$ cat config.mk
export PLATFORM = sky130hd
export DESIGN_NAME = msi_cap_shadow
export DESIGN_NICKNAME = d
export VERILOG_FILES = /design/src/rtl/msi_shadow_pkg.sv /design/src/rtl/msi_shadow_ctrl.sv /design/src/rtl/msi_shadow_dp.sv /design/src/rtl/msi_cap_shadow.sv
export SDC_FILE = /design/constraint.sdc
export NUM_CORES = 1
export LEC_CHECK = 0
export ABC_AREA = 1
export BUFFER_PORTS_ARGS = -buffer_cell sky130_fd_sc_hd__buf_2
export CORE_AREA = 4 4 115 117
export CTS_CLUSTER_DIAMETER = 60
export DETAILED_ROUTE_END_ITERATION = 16
export DIE_AREA = 0 0 119 121
export HOLD_SLACK_MARGIN = 0.03
export MAX_ROUTING_LAYER = met4
export PLACE_DENSITY = 0.83
export SETUP_SLACK_MARGIN = 0.1
export SLEW_MARGIN = 20
export SYNTH_ARGS = -nofsm -noshare
export SYNTH_HDL_FRONTEND = slang
export SYNTH_SLANG_ARGS = --single-unit
$ cat constraint.sdc
create_clock -name clk -period 3.56 [get_ports clk]
set_input_delay 0.534 -clock clk [delete_from_list [all_inputs] [get_ports clk]]
set_output_delay 0.534 -clock clk [all_outputs]
set_load 0.005 [all_outputs]
$ cat src/rtl/msi_shadow_pkg.sv
package msi_shadow_pkg;
  typedef struct packed {
    logic ctlWr;
    logic addrLoWr;
    logic addrHiClr;
    logic addrHiWr;
    logic addrFullWr;
    logic dataWr;
    logic enEvt;
    logic disEvt;
  } shadowStrobe_t;

  localparam int unsigned LEN_32BIT = 10;
endpackage

$ cat src/rtl/msi_shadow_ctrl.sv
module msi_shadow_ctrl
  import msi_shadow_pkg::*;
#(
  parameter int unsigned ADDR_W     = 12,
  parameter int unsigned CAP_OFFSET = 64,
  parameter int unsigned CAP_LEN    = 24
) (
  input  logic              wrValid,
  input  logic [ADDR_W-1:0] wrAddr,
  input  logic [3:0]        wrLen,
  input  logic              newEnable,
  input  logic              curEnable,
  output shadowStrobe_t     strobe
);
  localparam logic [ADDR_W:0]   capStart = (ADDR_W+1)'(CAP_OFFSET);
  localparam logic [ADDR_W:0]   capEnd   = (ADDR_W+1)'(CAP_OFFSET + CAP_LEN);
  localparam logic [ADDR_W-1:0] capBase  = ADDR_W'(CAP_OFFSET);
  localparam logic [5:0]        capLen   = 6'(CAP_LEN);
  localparam bit                is32     = (CAP_LEN == LEN_32BIT);
  localparam logic [ADDR_W-1:0] dataRel  = is32 ? ADDR_W'(8) : ADDR_W'(12);

  logic [ADDR_W:0]   endAddr;
  logic [ADDR_W-1:0] rel;
  logic              inRange;
  logic              len2, len4, len8;

  always_comb begin
    endAddr = {1'b0, wrAddr} + (ADDR_W+1)'(wrLen);
    rel     = wrAddr - capBase;
    inRange = wrValid && ({1'b0, wrAddr} >= capStart) && (endAddr <= capEnd)
              && ({2'b00, wrLen} <= capLen);
    len2    = (wrLen == 4'd2);
    len4    = (wrLen == 4'd4);
    len8    = (wrLen == 4'd8);
  end

  always_comb begin
    strobe            = '0;
    strobe.ctlWr      = inRange && len2 && (rel == ADDR_W'(2));
    strobe.addrLoWr   = inRange && len4 && (rel == ADDR_W'(4));
    strobe.addrHiClr  = strobe.addrLoWr && is32;
    strobe.addrHiWr   = inRange && len4 && (rel == ADDR_W'(8)) && !is32;
    strobe.addrFullWr = inRange && len8 && (rel == ADDR_W'(4)) && !is32;
    strobe.dataWr     = inRange && len2 && (rel == dataRel);
    strobe.enEvt      = strobe.ctlWr && !curEnable && newEnable;
    strobe.disEvt     = strobe.ctlWr && curEnable && !newEnable;
  end
endmodule

$ cat src/rtl/msi_shadow_dp.sv
module msi_shadow_dp
  import msi_shadow_pkg::*;
(
  input  logic          clk,
  input  logic          rst_n,
  input  shadowStrobe_t strobe,
  input  logic [63:0]   wrData,
  output logic [15:0]   ctlReg,
  output logic [63:0]   addrReg,
  output logic [15:0]   dataReg,
  output logic          enPulse,
  output logic          disPulse
);
  always_ff @(posedge clk) begin
    if (!rst_n) begin
      ctlReg   <= '0;
      addrReg  <= '0;
      dataReg  <= '0;
      enPulse  <= 1'b0;
      disPulse <= 1'b0;
    end else begin
      enPulse  <= strobe.enEvt;
      disPulse <= strobe.disEvt;
      if (strobe.ctlWr)      ctlReg <= wrData[15:0];
      if (strobe.dataWr)     dataReg <= wrData[15:0];
      if (strobe.addrFullWr) addrReg <= wrData;
      if (strobe.addrLoWr)   addrReg[31:0] <= wrData[31:0];
      if (strobe.addrHiClr)  addrReg[63:32] <= '0;
      if (strobe.addrHiWr)   addrReg[63:32] <= wrData[31:0];
    end
  end
endmodule

$ cat src/rtl/msi_cap_shadow.sv
module msi_cap_shadow
  import msi_shadow_pkg::*;
#(
  parameter int unsigned ADDR_W     = 12,
  parameter int unsigned CAP_OFFSET = 64,
  parameter int unsigned CAP_LEN    = 24
) (
  input  logic              clk,
  input  logic              rst_n,
  input  logic              wrValid,
  input  logic [ADDR_W-1:0] wrAddr,
  input  logic [3:0]        wrLen,
  input  logic [63:0]       wrData,
  output logic              fwdValid,
  output logic [ADDR_W-1:0] fwdAddr,
  output logic [3:0]        fwdLen,
  output logic [63:0]       fwdData,
  output logic [15:0]       msiCtrl,
  output logic [63:0]       msiAddr,
  output logic [15:0]       msiData,
  output logic              enablePulse,
  output logic              disablePulse
);
  shadowStrobe_t strobe;

  assign fwdValid = wrValid;
  assign fwdAddr  = wrAddr;
  assign fwdLen   = wrLen;
  assign fwdData  = wrData;

  msi_shadow_ctrl #(
    .ADDR_W(ADDR_W), .CAP_OFFSET(CAP_OFFSET), .CAP_LEN(CAP_LEN)
  ) uCtrl (
    .wrValid(wrValid), .wrAddr(wrAddr), .wrLen(wrLen),
    .newEnable(wrData[0]), .curEnable(msiCtrl[0]), .strobe(strobe)
  );

  msi_shadow_dp uDp (
    .clk(clk), .rst_n(rst_n), .strobe(strobe), .wrData(wrData),
    .ctlReg(msiCtrl), .addrReg(msiAddr), .dataReg(msiData),
    .enPulse(enablePulse), .disPulse(disablePulse)
  );
endmodule

==> results of run 1 <==
cell families after synthesis:
group | share of synthesized area
adders and majority gates | 0.0123
DFF | 0.343
and+or+nand+nor | 0.388
buffers and inverters | 0.207
xor gates and xnor gates | 0.00153
AOI/OAI and AO/OA | 0.0471
state kept, by name (all words and copies together), names as in the netlist:
signal and flops:
uDp.addrReg 64, uDp.ctlReg 16, uDp.dataReg 16, uDp.disPulse 1
uDp.enPulse 1
cell type report:
| class | instances | area share |
|---|---|---|
| well taps | 172 | 0.0314 |
| repair buffers | 275 | 0.210 |
| clock inverters | 4 | 0.0111 |
| flip-flops and latches | 98 | 0.286 |
| multi-input cells | 566 | 0.377 |
| inverters | 92 | 0.0504 |
| clock buffers | 11 | 0.0340 |
worst register-to-register path, stage by stage, from the launching register on:
cell and delay (ns):
dfxtp_1 0.35, inv_1 0.04, nand2_1 0.06, nand2_1 0.04, a21oi_1 0.14
power groups by stage:
stage | combinational (uW) | sequential (uW) | clock (uW)
finish | 275 | 1100 | 1030
global route | 302 | 1090 | 1100
CTS | 274 | 1100 | 1050
detailed placement | 273 | 1120 | 0
global placement | 271 | 1120 | 0
floorplan | 186 | 1120 | 0
per-stage QoR:
step                      std cells   util
after floorplan                 888      -
after global placement         1203  0.529
after detailed placement       1203  0.529
after CTS                      1218  0.554
after global routing           1218  0.554
final                          1218  0.554
worst min-delay path by stage:
stage / from / to
floorplan: uDp.ctlReg[0] / uDp.enPulse
global placement: uDp.addrReg[29] / uDp.addrReg[29]
detailed placement: uDp.addrReg[29] / uDp.addrReg[29]
CTS: wrData[9] / uDp.dataReg[9]
global route: wrData[9] / uDp.dataReg[9]
finish: wrData[10] / uDp.dataReg[10]
routing by layer:
metal / vias to the layer above / share of wire / global-route usage / wire (um)
met2: 294 / 0.50 / 0.415 / 8900
met1: 2744 / 0.40 / 0.281 / 7000
li1: 3029 / - / - / -
met5: - / 0 / - / 0
met4: 0 / 0.016 / 0.0739 / 279
met3: 20 / 0.085 / 0.0620 / 1510
layout by cell type (no fill, tap or decap), drive strengths merged:
master    instances
nor2            123
or2               1
clkbuf           11
nand3b            1
a21oi            51
o21ai             2
nand3            59
inv              92
dfxtp            98
nand2           249
buf             275
nor3              5
fa                1
nand4            69
clkinvlp          1
xnor2             1
clkinv            1
ha                4
bufinv            2
==> reports/qor.yml, run 1 <==
hold_class: "in -> reg"
rows: 41
dp_hpwl_um: 13400
clock-root-buffer: "clkbuf_16"
drive_gt1_frac: 0.292
multi_input_area_um2: 2590
io_buffers: 261
synth_nets: 976
ir_drop_v: 0.000303
cp_max_fo: 40
synth-edff-count: 0
hold_violations: 0
synth_cell_type_count: 26
post_cts_resized: 0
cts_made_buffers: 9
path_buf_inv: 2
drc: 0
netlist_instances: 888
netlist_area_um2: 5720
first_pass_iters: 5
final_nets: 1130
syn2layout_area_growth_pct: 19.9
ff_latch_area_um2: 1960
fin_worst_skew_ns: 0.00713
clkTransAtPathRegs_ns: 0.07
intPower_uw: 1810
status: "complete, no violations"
p_leak_uw: 0.00381
route.vias.total: 6087
power.density_nw_per_um2: 350
die-area_um2: 14400
synth_common_cells: "245 x nand2_1, 122 x nor2_1, 98 x dfxtp_1"
design_area_um2: 6850
dp_worst_setup_slack_ns: 0.344
regToRegEndpoint: "uDp.ctlReg[7]"
final.setup.tns_ns: 0
holdPathStages: 3
slew_headroom: 0.547
maxCapViolCount: 0
combPwrFrac: 0.114
synth_top_area_frac: 0.343
ys.warnings.count: 0
place_congestion: 0.962
power_frac_seq: 0.456
cts_tree: "yes"
grt_pass1_wl_um: 27300
yosysMostFrequentCell: "nand2_1"
fill_cells: 1242
vias_per_cell: 5.00
drtIter0Drc: 666
syn_area_per_cell_um2: 6.44
die_h_um: 121
antenna_found_initial: 0
crit_path_end: "uDp.addrReg[7]"
drt.antenna.violating_nets: 0
placed_area_um2: 6550
power.share.clock: 0.429
track_usage: 0.243
synthTopCellsByArea: "dfxtp_1 34%, nand2_1 16%, buf_4 12%, nor2_1 8.0%, nand4_1 7.6%"
post_drt_wl_per_cell_um: 14.5
finalPower_uw: 2400
r2r_cells: 4
crit_type: "in -> reg"
cts_htree_levels: 3
r2r_start: "uDp.ctlReg[7]"
timing.hold.ws_ns: 0.438
synthFlopType: "dfxtp_1"
worstMarginPinSlew_ns: 0.679
max_freq_mhz: 349
cts.repair_timing.setup_buffer_count: 0
slowest_stage: "fa_1"
crit_path_start_kind: "input pin"
grt.overflow.total: 0
final.min_clock_period_ns: 2.87
maxSlewViolCount: 0
cts_hold_buffers: 0
clkSinkCount: 98
period_share: 0.805
worstSetupPathDepth: 16
core_um2: 12400
start_util: 0.462
end_kind: "register"
critPathArrivalTime_ns: 3.11
critPathTopFamily: "simple AND/OR/NAND/NOR gates"
layout_setup_ws_ns: 0.693
critPathMostFrequentCell: "nand3_1"
rsz0062_at_grt: "no"
yosysTopAreaCell: "dfxtp_1"
ctsLongestPathBuffers: 2
ys_ff_latch: 98
async_flop_share: 0
path_cells: "buf_2 > ha_1 > fa_1 > nand3_1 > nand2_2 > nand3_1 > nand3_1 > nor2_1 > nand2_2 > nor2_8 > nand3_1 > nand2_4 > buf_12 > nand2_1 > nand2_1 > nor2_1"
setup_violations: 0
reg2reg_slack_ns: 2.86
power_switching_uw: 589
p_sw_frac: 0.245
worstSkewPairLatency_ns: 0.34
yosysSeqAreaShare: 0.343
die_x_um: 119
wl_um: 17700
grt_max_degree: 65
slowest_delay_ns: 0.47
first_global_vias: 5433
worstPathRequired_ns: 3.81
diodes: 0
ios: 262
crit_start: "wrAddr[0]"
Power figures use the tool's default switching activity.
==> inputs of run 2 (changes only) <==
==> constraint.sdc (replaced) <==
create_clock -name clk -period 3 [get_ports clk]
set_input_delay 0.45 -clock clk [delete_from_list [all_inputs] [get_ports clk]]
set_output_delay 0.45 -clock clk [all_outputs]
set_load 0.005 [all_outputs]
==> reports/qor.yml, run 2 (synthesis results as in run 1) <==
maxSlewViolCount: 0  # unchanged
holdPathStages: 3  # unchanged
max_freq_mhz: 393
worstSkewPairLatency_ns: 0.34  # about the same
final.setup.tns_ns: 0  # unchanged
cts_tree: "yes"  # unchanged
setup_violations: 0  # unchanged
end_kind: "register"  # unchanged
critPathArrivalTime_ns: 2.81  # was 3.11 ns
crit_start: "wrAddr[0]"  # unchanged
grt_pass1_wl_um: 27100  # was 27,300 um
fin_worst_skew_ns: 0.00225  # was 0.00713 ns
cts_hold_buffers: 0  # unchanged
hold_class: "in -> reg"  # unchanged
power_switching_uw: 722  # was 589 uW
r2r_cells: 1  # was 4
cts.repair_timing.setup_buffer_count: 0  # unchanged
final_core_util: 0.564  # was 0.554
mostFrequentLayoutCells: "261 x buf_2, 245 x nand2_1, 119 x nor2_1"  # unchanged
route.vias.total: 6047  # was 6,087
regToRegEndpoint: "uDp.enPulse"  # was uDp.ctlReg[7]
power.share.clock: 0.423  # was 0.429
cp_max_fo: 51  # was 40
slew_headroom: 0.617  # was 0.547
combPwrFrac: 0.118  # was 0.114
clkTransAtPathRegs_ns: 0.07  # about the same
drt.antenna.violating_nets: 0  # unchanged
largest-register: "uDp.addrReg"  # unchanged
die-area_um2: 14400  # unchanged
period_share: 0.847
r2r_start: "uDp.ctlReg[0]"  # was uDp.ctlReg[7]
core_um2: 12400  # unchanged
maxCapViolCount: 0  # unchanged
vias_per_cell: 4.93  # was 5.00
final_nets: 1137  # was 1,130
whs_endpoint: "uDp.dataReg[10]"  # unchanged
crit_type: "in -> reg"  # unchanged
first_global_vias: 5476  # was 5,433
dp_hpwl_um: 13400  # about the same
worstPathRequired_ns: 3.27  # was 3.81 ns
largest_register_ffs: 64  # unchanged
p_sw_frac: 0.255  # was 0.245
grt_max_degree: 55  # was 65
track_usage: 0.237  # was 0.243
ios: 262  # unchanged
biggestRegsByFlops: "uDp.addrReg x64, uDp.ctlReg x16, uDp.dataReg x16"  # unchanged
syn2layout_area_growth_pct: 21.9  # was 19.9%
crit_path_start_kind: "input pin"  # unchanged
die_h_um: 121  # unchanged
power_frac_seq: 0.460  # was 0.456
drive_gt1_frac: 0.299  # was 0.292
status: "complete, no violations"  # unchanged
rows: 41  # unchanged
ir_drop_v: 0.000311  # was 0.000303 V
clock-root-buffer: "clkbuf_16"  # unchanged
final.min_clock_period_ns: 2.54
cts_htree_levels: 3  # unchanged
ctsLongestPathBuffers: 2  # unchanged
drc: 0  # unchanged
first_pass_iters: 5  # unchanged
die_x_um: 119  # unchanged
reg2reg_slack_ns: 2.23  # was 2.86 ns
p_leak_uw: 0.00388  # was 0.00381 uW
place_congestion: 0.901  # was 0.962
io_buffers: 261  # unchanged
power.density_nw_per_um2: 406  # was 350 nW/um2
cts_made_buffers: 9  # unchanged
finalPower_uw: 2830  # was 2400 uW
hp-start: "wrData[10]"  # unchanged
rsz0062_at_grt: "no"  # unchanged
layout_commonest_cell: "buf_2"  # unchanged
start_util: 0.462  # unchanged
clkSinkCount: 98  # unchanged
diodes: 0  # unchanged
drtIter0Drc: 441  # was 666
post_drt_wl_per_cell_um: 14.2  # was 14.5 um
post_cts_resized: 0  # unchanged
wl_um: 17400  # was 17,700 um
hold_violations: 0  # unchanged
antenna_found_initial: 0  # unchanged
intPower_uw: 2110  # was 1810 uW
grt.overflow.total: 0  # unchanged
worstMarginPinSlew_ns: 0.575  # was 0.679 ns
-- run 2: cell types whose count changed in the layout (fill, tap and decap cells not counted) --
cell and delta:
clkinv_2 +1, clkbuf_1 -2, inv_6 +1, inv_8 +1, buf_4 +2, clkbuf_8 +1, buf_12 +5, bufinv_16 -1
-- run 2: power groups by stage --
stage | Clock (uW) | Sequential, uW | Combinational (uW)
detailed placement | 0 | 1330 | 332
global route | 1280 | 1300 | 366
floorplan | 0 | 1330 | 221
global placement | 0 | 1330 | 329
finish | 1200 | 1300 | 333
CTS | 1220 | 1300 | 333
-- run 2: worst max-delay path by stage --
stage	to	slack, ns	cells past startpoint
finish	uDp.addrReg[51]	0.46	15
global route	uDp.addrReg[32]	0.17	18
CTS	uDp.addrReg[51]	0.48	15
detailed placement	uDp.addrReg[51]	0.13	15
global placement	uDp.addrReg[32]	0.20	18
floorplan	uDp.addrReg[34]	0.46	16
-- run 2: per-stage QoR --
stage / std cells / area, um2 / setup slack [ns] / hold slack (ns)
finish: 1226 / 6970 / 0.458 / 0.362
global route: 1226 / 6970 / 0.173 / 0.366
CTS: 1226 / 6970 / 0.482 / 0.353
detailed placement: 1210 / 6660 / 0.132 / 0.466
global placement: 1210 / 6660 / 0.198 / 0.457
floorplan: 888 / 5720 / 0.456 / 0.445
-- run 2: critical path, cell delays in order --
cell and delay [ns]:
buf_2 0.11, ha_1 0.22, fa_1 0.45, nand3_1 0.15
nand2_2 0.10, nand3_1 0.08, nand3_1 0.09, nor2_1 0.13
nand2_2 0.10, nor2_8 0.19, nand3_2 0.21, buf_12 0.25
nand2_1 0.09, nand2_1 0.05, a21oi_1 0.12
-- run 2: layout make-up --
| type | instances | area (um2) |
|---|---|---|
| tap | 172 | 215 |
| sequential | 98 | 1960 |
| clock buffer | 10 | 239 |
| inverter | 92 | 345 |
| timing repair buffer | 282 | 1550 |
| fill | 1224 | 5390 |
| clock inverter | 6 | 71.3 |
| multi-input combinational | 566 | 2590 |
-- run 2: metal layers --
layer	track usage	vias up	routed length (um)
met5	-	-	0
met4	0.0587	0	291
met3	0.0462	18	1130
met2	0.427	207	8880
met1	0.272	2773	7080
li1	-	3049	-
==> inputs of run 3 (changes only) <==
--- a/config.mk
+++ b/config.mk
@@ -7,13 +7,13 @@
 export LEC_CHECK = 0
 export ABC_AREA = 1
 export BUFFER_PORTS_ARGS = -buffer_cell sky130_fd_sc_hd__buf_2
-export CORE_AREA = 4 4 115 117
+export CORE_AREA = 4 4 121 123
 export CTS_CLUSTER_DIAMETER = 60
 export DETAILED_ROUTE_END_ITERATION = 16
-export DIE_AREA = 0 0 119 121
+export DIE_AREA = 0 0 125 127
 export HOLD_SLACK_MARGIN = 0.03
 export MAX_ROUTING_LAYER = met4
-export PLACE_DENSITY = 0.83
+export PLACE_DENSITY = 0.79
 export SETUP_SLACK_MARGIN = 0.1
 export SLEW_MARGIN = 20
 export SYNTH_ARGS = -nofsm -noshare
==> constraint.sdc (replaced) <==
create_clock -name clk -period 2.1 [get_ports clk]
set_input_delay 0.315 -clock clk [delete_from_list [all_inputs] [get_ports clk]]
set_output_delay 0.315 -clock clk [all_outputs]
set_load 0.005 [all_outputs]
==> reports/qor.yml, run 3 (synthesis results as in run 1) <==
dp_hpwl_um: 13600  # was 13,400 um
r2r_cells: 2  # was 1
route.vias.total: 6313  # was 6,047
critPathArrivalTime_ns: 2.40  # was 2.81 ns
cts_hold_buffers: 0  # unchanged
cts_htree_levels: 3  # unchanged
max_freq_mhz: 457
largest_register_ffs: 64  # unchanged
die_h_um: 127  # was 121 um
mostFrequentLayoutCells: "259 x buf_2, 214 x nand2_1, 114 x nor2_1"  # was 261 x buf_2, 245 x nand2_1, 119 x nor2_1
drt.antenna.violating_nets: 0  # unchanged
drive_gt1_frac: 0.411  # was 0.299
period_share: 1.04
slew_headroom: 0.516  # was 0.617
biggestRegsByFlops: "uDp.addrReg x64, uDp.ctlReg x16, uDp.dataReg x16"  # unchanged
first_global_vias: 5645  # was 5,476
holdPathStages: 3  # unchanged
dr_wl_met2_um: 9440  # was 8880 um
m1WireLength_um: 8400  # was 7080 um
fin_worst_skew_ns: 0.000253  # was 0.00225 ns
crit_path_start_kind: "input pin"  # unchanged
violations: "setup timing"
worstMarginPinSlew_ns: 0.726  # was 0.575 ns
whs_endpoint: "uDp.dataReg[5]"  # was uDp.dataReg[10]
drtIter0Drc: 379  # was 441
grt_pass1_wl_um: 28500  # was 27,100 um
final.min_clock_period_ns: 2.19
maxSlewViolCount: 0  # unchanged
vias_per_cell: 4.96  # was 4.93
design_area_um2: 7980  # was 6970 um2
hp-start: "wrData[5]"  # was wrData[10]
wl_met3_um: 1180  # was 1130 um
cp_max_fo: 21  # was 51
wl_um: 19300  # was 17,400 um
status: "finished with violations"  # was complete, no violations
antenna_found_initial: 0  # unchanged
cts_tree: "yes"  # unchanged
regToRegEndpoint: "uDp.disPulse"  # was uDp.enPulse
grt_max_degree: 65  # was 55
final.setup.tns_ns: -1.21  # was 0 ns
finalPower_uw: 4090  # was 2830 uW
start_util: 0.418  # was 0.462
hold_violations: 0  # unchanged
grt.overflow.total: 0  # unchanged
ir_drop_v: 0.000421  # was 0.000311 V
ctsLongestPathBuffers: 2  # unchanged
final_nets: 1177  # was 1,137
post_drt_wl_per_cell_um: 15.1  # was 14.2 um
worstPathRequired_ns: 2.32  # was 3.27 ns
die_x_um: 125  # was 119 um
ios: 262  # unchanged
largest-register: "uDp.addrReg"  # unchanged
drc: 0  # unchanged
rsz0062_at_grt: "yes"  # was no
reg2reg_slack_ns: 1.34  # was 2.23 ns
maxCapViolCount: 0  # unchanged
rows: 43  # was 41
place_congestion: 0.901  # about the same
end_kind: "register"  # unchanged
power.density_nw_per_um2: 513  # was 406 nW/um2
highest_layer: "met4"  # unchanged
clkSinkCount: 98  # unchanged
core_um2: 13700  # was 12,400 um2
cts_made_buffers: 9  # unchanged
final_core_util: 0.584  # was 0.564
r2r_start: "uDp.ctlReg[0]"  # unchanged
layout_commonest_cell: "buf_2"  # unchanged
clock-root-buffer: "clkbuf_16"  # unchanged
hold_class: "in -> reg"  # unchanged
diodes: 0  # unchanged
die-area_um2: 15900  # was 14,400 um2
first_pass_iters: 7  # was 5
clkTransAtPathRegs_ns: 0.07  # about the same
syn2layout_area_growth_pct: 39.6  # was 21.9%
placed_area_um2: 7130  # was 6660 um2
p_leak_uw: 0.00419  # was 0.00388 uW
crit_type: "in -> reg"  # unchanged
track_usage: 0.226  # was 0.237
setup_violations: 47  # was 0
io_buffers: 261  # unchanged
worstSkewPairLatency_ns: 0.34  # about the same
layout_setup_ws_ns: -0.0876  # was 0.458 ns
## run 3: changes by cell type in the layout (fill, tap and decap cells not counted), moves of 5 or more
cell / change
nand3_2: +34
buf_12: +7
buf_4: +22
nand3_1: -37
nand2_2: +27
nand2_1: -31
nor2_1: -5
clkbuf_16: +7
a21oi_1: -18
buf_6: +5
a21oi_2: +17
## run 3: worst max path at each step
stage	endpoint	startpoint	slack, ns	cells after the start
finish	uDp.addrReg[43]	wrAddr[0]	-0.09	15
floorplan	uDp.addrReg[23]	wrAddr[0]	-0.10	17
CTS	uDp.addrReg[43]	wrAddr[0]	-0.03	17
global placement	uDp.addrReg[2]	wrAddr[0]	-0.40	16
global route	uDp.ctlReg[2]	wrAddr[0]	-0.19	16
detailed placement	uDp.addrReg[1]	wrAddr[0]	-0.44	16
## run 3: critical path: stages
cell and delay (ns):
buf_6 0.10, ha_4 0.15, fa_2 0.40, nand3_4 0.12, nand2_4 0.07, nand3_2 0.06, nand3_2 0.07, nor2_2 0.13
nand2_2 0.10, nor2_8 0.21, buf_4 0.18, buf_12 0.16, nand4_1 0.13, nand2_1 0.12, a21oi_1 0.06
## run 3: layout make-up
cell class / instances / area (um2)
fill: 1327 / 5690
multi-input combinational: 566 / 3040
timing repair buffer: 322 / 2110
sequential: 98 / 1960
inverter: 92 / 348
clock buffer: 10 / 229
tap: 180 / 225
clock inverter: 6 / 65.1
## run 3: routing by layer
metal | track usage | vias up
li1 | - | 3134
met1 | 0.284 | 2907
met2 | 0.380 | 252
met3 | 0.0406 | 20
met4 | 0.0536 | 0
met5 | - | -
## run 3: metrics by stage
step | std cells | setup slack (ns) | hold slack [ns]
after floorplan | 888 | -0.103 | 0.444
after global placement | 1246 | -0.396 | 0.444
after detailed placement | 1246 | -0.439 | 0.456
after CTS | 1263 | -0.0331 | 0.204
after global routing | 1274 | -0.187 | 0.230
final | 1274 | -0.0876 | 0.221
## run 3: repair_timing
item / CTS / global route
cloned: 0 / 8
pin swaps: 20 / 15
resized for setup: 23 / 63
setup endpoints to repair: 96 / 98
setup buffers: 1 / 3
## run 3: power breakdown
group	switching [uW]	internal [uW]	leakage, uW
clock	742	927	0.000143
sequential	0.000803	1860	0.000789
combinational	329	235	0.00326
total	1070	3020	0.00419
